## src/rtl/tmr_pkg.sv

```systemverilog
package tmr_pkg;
  localparam int ADDR_W       = 8;
  localparam int NUM_CH       = 3;
  localparam int EN_BIT       = 7;
  localparam int PER_BIT      = 6;
  localparam int FAST_BIT     = 3;
  localparam int STAMP_EN_BIT = 8;
  localparam logic [ADDR_W-1:0] STAMP_LO_ADDR = 8'h60;
  localparam logic [ADDR_W-1:0] STAMP_HI_ADDR = 8'h64;

  typedef enum logic [1:0] {
    REG_LOAD  = 2'd0,
    REG_VALUE = 2'd1,
    REG_CTRL  = 2'd2,
    REG_CLEAR = 2'd3
  } chan_reg_e;

  function automatic logic [ADDR_W-1:0] chan_base(int c);
    case (c)
      0:       return 8'h00;
      1:       return 8'h20;
      default: return 8'h80;
    endcase
  endfunction

  function automatic logic [31:0] ctrl_word(logic en, logic per, logic fast);
    logic [31:0] w;
    w = '0;
    w[EN_BIT]   = en;
    w[PER_BIT]  = per;
    w[FAST_BIT] = fast;
    return w;
  endfunction
endpackage

```

## src/rtl/tmr_down.sv

```systemverilog
module tmr_down #(
  parameter int W = 16
) (
  input  logic         clk,
  input  logic         rst_n,
  input  logic         wr_load,
  input  logic         wr_ctrl,
  input  logic         wr_clr,
  input  logic [W-1:0] ld_data,
  input  logic         ctl_en,
  input  logic         ctl_per,
  input  logic         ctl_fast,
  input  logic         tick_slow,
  input  logic         tick_fast,
  output logic [W-1:0] value_o,
  output logic [W-1:0] load_o,
  output logic         en_o,
  output logic         per_o,
  output logic         fast_o,
  output logic         uflow_o,
  output logic         irq_o
);
  function automatic logic [W-1:0] next_count(logic [W-1:0] cur, logic periodic,
                                              logic [W-1:0] reload);
    if (cur == '0) return periodic ? reload : '1;
    return cur - 1'b1;
  endfunction

  logic tick_sel;
  assign tick_sel = fast_o ? tick_fast : tick_slow;
  assign uflow_o  = en_o && tick_sel && (value_o == '0) && !wr_load;

  always_ff @(posedge clk) begin
    if (!rst_n) begin
      value_o <= '0;
      load_o  <= '0;
      en_o    <= 1'b0;
      per_o   <= 1'b0;
      fast_o  <= 1'b0;
    end else begin
      if (wr_ctrl) begin
        en_o   <= ctl_en;
        per_o  <= ctl_per;
        fast_o <= ctl_fast;
      end
      if (wr_load) begin
        load_o  <= ld_data;
        value_o <= ld_data;
      end else if (en_o && tick_sel) begin
        value_o <= next_count(value_o, per_o, load_o);
      end
    end
  end

  always_ff @(posedge clk) begin
    if (!rst_n)       irq_o <= 1'b0;
    else if (uflow_o) irq_o <= 1'b1;
    else if (wr_clr)  irq_o <= 1'b0;
  end
endmodule

```

## src/rtl/tmr_stamp.sv

```systemverilog
module tmr_stamp #(
  parameter int W = 40
) (
  input  logic         clk,
  input  logic         rst_n,
  input  logic         wr_en,
  input  logic         en_d,
  input  logic         tick,
  output logic [W-1:0] count_o,
  output logic         en_o
);
  function automatic logic [W-1:0] step(logic [W-1:0] cur);
    return cur + 1'b1;
  endfunction

  always_ff @(posedge clk) begin
    if (!rst_n) begin
      count_o <= '0;
      en_o    <= 1'b0;
    end else begin
      if (wr_en) en_o <= en_d;
      if (en_o && tick) count_o <= step(count_o);
    end
  end
endmodule

```

## src/rtl/tmr_regif.sv

```systemverilog
module tmr_regif
  import tmr_pkg::*;
#(
  parameter int SW = 40
) (
  input  logic                   bus_sel,
  input  logic                   bus_wr,
  input  logic [ADDR_W-1:0]      bus_addr,
  input  logic [NUM_CH-1:0][31:0] load_q,
  input  logic [NUM_CH-1:0][31:0] value_q,
  input  logic [NUM_CH-1:0][31:0] ctrl_q,
  input  logic [SW-1:0]          stamp_q,
  input  logic                   stamp_en,
  output logic [NUM_CH-1:0]      wr_load,
  output logic [NUM_CH-1:0]      wr_ctrl,
  output logic [NUM_CH-1:0]      wr_clr,
  output logic                   wr_stamp,
  output logic [31:0]            rdata
);
  logic        aligned;
  chan_reg_e   sel_reg;
  logic [NUM_CH-1:0] ch_hit;
  logic [31:0] hi_word;

  assign aligned = bus_sel && (bus_addr[1:0] == 2'b00);
  assign sel_reg = chan_reg_e'(bus_addr[3:2]);

  for (genvar c = 0; c < NUM_CH; c++) begin : g_dec
    localparam logic [ADDR_W-1:0] BASE = chan_base(c);
    assign ch_hit[c]  = aligned && (bus_addr[ADDR_W-1:4] == BASE[ADDR_W-1:4]);
    assign wr_load[c] = ch_hit[c] && bus_wr && (sel_reg == REG_LOAD);
    assign wr_ctrl[c] = ch_hit[c] && bus_wr && (sel_reg == REG_CTRL);
    assign wr_clr[c]  = ch_hit[c] && bus_wr && (sel_reg == REG_CLEAR);
  end

  assign wr_stamp = aligned && bus_wr && (bus_addr == STAMP_HI_ADDR);
  assign hi_word  = 32'(stamp_q[SW-1:32]) | (32'(stamp_en) << STAMP_EN_BIT);

  always_comb begin
    rdata = '0;
    if (aligned && !bus_wr) begin
      for (int c = 0; c < NUM_CH; c++) begin
        if (ch_hit[c]) begin
          case (sel_reg)
            REG_LOAD:  rdata = load_q[c];
            REG_VALUE: rdata = value_q[c];
            REG_CTRL:  rdata = ctrl_q[c];
            default:   rdata = '0;
          endcase
        end
      end
      if (bus_addr == STAMP_LO_ADDR) rdata = stamp_q[31:0];
      if (bus_addr == STAMP_HI_ADDR) rdata = hi_word;
    end
  end
endmodule

```

## src/rtl/tmr_bank.sv

```systemverilog
module tmr_bank
  import tmr_pkg::*;
#(
  parameter int NARROW_W = 16,
  parameter int WIDE_W   = 32,
  parameter int STAMP_W  = 40
) (
  input  logic              clk,
  input  logic              rst_n,
  input  logic              bus_sel,
  input  logic              bus_wr,
  input  logic [ADDR_W-1:0] bus_addr,
  input  logic [31:0]       bus_wdata,
  output logic [31:0]       bus_rdata,
  input  logic              tick_slow,
  input  logic              tick_fast,
  input  logic              tick_stamp,
  output logic [NUM_CH-1:0] irq
);
  logic [NUM_CH-1:0][31:0] load_q, value_q, ctrl_q;
  logic [NUM_CH-1:0]       wr_load, wr_ctrl, clr_wr, uflow;
  logic                    wr_stamp, stamp_en;
  logic [STAMP_W-1:0]      stamp_q;

  for (genvar c = 0; c < NUM_CH; c++) begin : g_ch
    localparam int CW = (c == NUM_CH - 1) ? WIDE_W : NARROW_W;
    logic [CW-1:0] val_w, ld_w;
    logic          en_w, per_w, fast_w;

    tmr_down #(.W(CW)) u_down (
      .clk      (clk),
      .rst_n    (rst_n),
      .wr_load  (wr_load[c]),
      .wr_ctrl  (wr_ctrl[c]),
      .wr_clr   (clr_wr[c]),
      .ld_data  (bus_wdata[CW-1:0]),
      .ctl_en   (bus_wdata[EN_BIT]),
      .ctl_per  (bus_wdata[PER_BIT]),
      .ctl_fast (bus_wdata[FAST_BIT]),
      .tick_slow(tick_slow),
      .tick_fast(tick_fast),
      .value_o  (val_w),
      .load_o   (ld_w),
      .en_o     (en_w),
      .per_o    (per_w),
      .fast_o   (fast_w),
      .uflow_o  (uflow[c]),
      .irq_o    (irq[c])
    );

    assign value_q[c] = 32'(val_w);
    assign load_q[c]  = 32'(ld_w);
    assign ctrl_q[c]  = ctrl_word(en_w, per_w, fast_w);
  end

  tmr_stamp #(.W(STAMP_W)) u_stamp (
    .clk    (clk),
    .rst_n  (rst_n),
    .wr_en  (wr_stamp),
    .en_d   (bus_wdata[STAMP_EN_BIT]),
    .tick   (tick_stamp),
    .count_o(stamp_q),
    .en_o   (stamp_en)
  );

  tmr_regif #(.SW(STAMP_W)) u_regif (
    .bus_sel (bus_sel),
    .bus_wr  (bus_wr),
    .bus_addr(bus_addr),
    .load_q  (load_q),
    .value_q (value_q),
    .ctrl_q  (ctrl_q),
    .stamp_q (stamp_q),
    .stamp_en(stamp_en),
    .wr_load (wr_load),
    .wr_ctrl (wr_ctrl),
    .wr_clr  (clr_wr),
    .wr_stamp(wr_stamp),
    .rdata   (bus_rdata)
  );
endmodule

```

## config.mk

```make
export PLATFORM = sky130hd
export DESIGN_NAME = tmr_bank
export DESIGN_NICKNAME = d
export VERILOG_FILES = /design/src/rtl/tmr_pkg.sv /design/src/rtl/tmr_down.sv /design/src/rtl/tmr_stamp.sv /design/src/rtl/tmr_regif.sv /design/src/rtl/tmr_bank.sv
export SDC_FILE = /design/constraint.sdc
export NUM_CORES = 1
export LEC_CHECK = 0
export BUFFER_PORTS_ARGS = -buffer_cell sky130_fd_sc_hd__buf_2
export CORE_MARGIN = 2
export CORE_UTILIZATION = 33
export DETAILED_ROUTE_END_ITERATION = 10
export SLEW_MARGIN = 20
export SYNTH_ARGS = -nofsm -noshare
export SYNTH_HDL_FRONTEND = slang
export SYNTH_HIERARCHICAL = 1
export SYNTH_SLANG_ARGS = --single-unit
```

## constraint.sdc

```tcl
create_clock -name clk -period 3.1 [get_ports clk]
set_input_delay 0.31 -clock clk [delete_from_list [all_inputs] [get_ports clk]]
set_output_delay 0.31 -clock clk [all_outputs]
set_load 0.05 [all_outputs]
```

==> impl_metrics.yaml <==
outcome:
  outcome: "finished clean"
critical_path:
  critPathMaxFanout: 9
  start_kind: "register"
  worstPathRequired_ns: 2.79
  crit_buf_inv: 2
  crit_path_end_kind: "primary output"
  arrival_ns: 2.53
  critPathMaxStageDelay_ns: 0.53
  critPathSlowestCell: "dfxtp_1"
  critPathTopFamily: "compound AO/OA/AOI/OAI gates"
  crit_chain: "inv_1 -> o21ai_0 -> a31oi_1 -> or3_1 -> a21oi_1 -> buf_2"
  criticalPathCategory: "reg2out"
synth:
  synth-compound-area-share: 0.252
  yosysUniqueCellTypes: 78
  synthesis.area_mm2: 0.0128
  synthAdderAreaFrac: 0.00684
  ys_ff_latch: 181
  muxShareOfSynthArea: 0.126
  synth.area.top_cells: "dfxtp_1 28%, mux2i_1 12%, nor2_1 5.0%, a21oi_1 4.6%, o21ai_0 3.9%"
  synth_top_cell_by_area: "dfxtp_1"
  synth_common_cells: "181 x dfxtp_1, 169 x nor2_1, 158 x mux2i_1, 117 x a21oi_1, 100 x o21ai_0"
  yosysTopAreaCellShare: 0.283
  synth_most_common_cell: "dfxtp_1"
  yosysSeqAreaShare: 0.283
  synth_edf_count: 0
  synthCells: 1613
  async_flop_share: 0
  synth_warnings: 6
  synthSimpleGateAreaFrac: 0.247
  ys.flop_type: "dfxtp_1"
  syn_avg_cell_area_um2: 7.94
  synthXorXnorAreaFrac: 0.0349
  synth_top_family_by_area: "compound AO/OA/AOI/OAI gates"
global_routing:
  grt_pass1_wl_um: 72100
  grt_max_degree: 71
  grt_overflow: 0
  antenna_found_initial: 0
  grt_pass1_vias: 12213
  grt.total_usage: 0.227
power_and_ir_drop:
  p_leak_nw: 5.60
  peakVddDrop_uv: 362
  pwr_density_cell_mw_per_mm2: 347
detailed_routing:
  vias: 13117
  drt-pass1-iter-count: 6
  wl_um: 46400
  final_antenna_net_count: 0
  drt_iter0_markers: 1133
  routedWlPerCell_um: 19.9
  drc: 0
  viasPerCell: 5.64
sta:
  finalCritPeriodShare: 0.917
  fmax_mhz: 352
  worst_pin_slew_ns: 1.08
  fin_setup_tns_ns: 0
  slew_viol_final: 0
  finClkSkew_ns: 0.0137
  final-hold-violation-count: 0
  max_slew_margin: 0.278
  setup_viol: 0
  rsz0062_at_grt: "false"
  period_needed_ns: 2.84
final_layout:
  drive_above_1_share: 0.121
  regArea_mm2: 0.00362
  multi_input_area_mm2: 0.00913
  area_delta_synth_final_pct: 17.0
  nFillCells: 4017
  finalNonFillerCells: 2326
  nets: 1848
clock_network:
  htree_levels: 4
  clockRootBuffer: "clkbuf_16"
  post_cts_resized: 0
  cts_buffers: 17
  post-cts-setup-buffers: 0
  cts_sinks: 181
  clk_latency_ns: 0.47
  ctsHoldBuffers: 0
  cts_tree: "built"
  clock_path_buffers: 2
  path_clk_slew_ns: 0.08
floorplanning:
  die_h_um: 201
  ios: 82
  row_count: 72
  start_util: 0.333
  die_w_um: 201
  die_area_mm2: 0.0404
  fp.coreArea_mm2: 0.0385
worst_hold_path:
  hp-class: "in2reg"
placed_design:
  io_buffer_count: 81
  place.gp.congestion: 0.927
  dpl.hpwl_um: 33700
  place_inst: 2293
job:
  cap_violations: 0
## final timing paths
path                        startpoint  cells past startpoint                   endpoint  slack [ns]
max reg2reg         u_stamp/count_o[0]                      5        u_stamp/count_o[28]        0.55
min                      bus_wdata[28]                      3  g_ch[2].u_down/load_o[28]        0.12
min reg2reg        u_stamp/count_o[39]                      2        u_stamp/count_o[39]        0.49
max          g_ch[1].u_down/value_o[0]                      6               bus_rdata[0]        0.26
## state kept, by name, summed over array words and instances (netlist names)
name / flops
g_ch.u_down/value_o: 64
g_ch.u_down/fast_o: 3
g_ch.u_down/irq_o: 3
g_ch.u_down/en_o: 3
g_ch.u_down/load_o: 64
u_stamp/en_o: 1
g_ch.u_down/per_o: 3
u_stamp/count_o: 40
## layout by cell type, fill, tap and decap left out, drive strengths merged, types with 15 or more instances in the layout
cell,instances
a211oi,35
a21boi,16
a21oi,117
a221oi,15
a22oi,15
a32o,25
buf,136
clkbuf,17
conb,151
dfxtp,181
inv,37
mux2i,158
nand2,94
nand2b,40
nand3,30
nand4,22
nor2,172
nor2b,49
nor3,40
nor3b,16
nor4,24
o21ai,100
o22ai,30
o311ai,29
or3,29
or4,19
xnor2,32
xor2,19
## cell families (layout without fill, tap and decap cells)
family | Yosys count | count (layout)
AOI/OAI and AO/OA | 475 | 475
and+or+nand+nor | 584 | 584
adders and majority gates | 7 | 7
xor gates and xnor gates | 51 | 51
buffers and inverters | 153 | 197
DFF | 181 | 181
other | 1 | 152
muxes | 161 | 161
## tightest hold or removal path: cells and delay by family
family | cells | cell delay, ns
AND/OR/NAND/NOR | 1 | 0.09
multiplexers | 1 | 0.06
buffers and inverters | 1 | 0.09
## metrics by stage
stage                     instance area (um2)  power (mW)  hold WS (ns)  worst slack (ns)  utilization
final                                   15000        5.20         0.123             0.258        0.390
after global routing                    15000        5.38         0.111             0.160        0.390
after CTS                               15000        5.23        0.0950             0.310        0.390
after detailed placement                14400        2.97         0.471             0.381        0.375
after global placement                  14400        2.97         0.457             0.441        0.375
after floorplan                         13400        2.77         0.439             0.377            -
## final cells by class
| type | count | area share |
|---|---|---|
| multi-input cells | 1429 | 0.609 |
| flip-flops and latches | 181 | 0.242 |
| repair buffers | 136 | 0.0597 |
| well taps | 518 | 0.0432 |
| clock buffers | 17 | 0.0284 |
| clock inverters | 15 | 0.0106 |
| inverters | 29 | 0.00726 |
| diodes | 1 | 0.000167 |
## power breakdown
group,internal (mW),switching (mW)
logic,0.204,0.398
registers,2.33,0.00905
clock network,1.15,1.11
total,3.68,1.52
## routing by layer
layer / GRT usage / share of wire / up-vias
li1: - / - / 6248
met1: 0.315 / 0.45 / 6256
met2: 0.351 / 0.45 / 553
met3: 0.0471 / 0.081 / 60
met4: 0.0704 / 0.024 / 0
met5: 0 / 0 / -
Power figures use the tool's default switching activity.
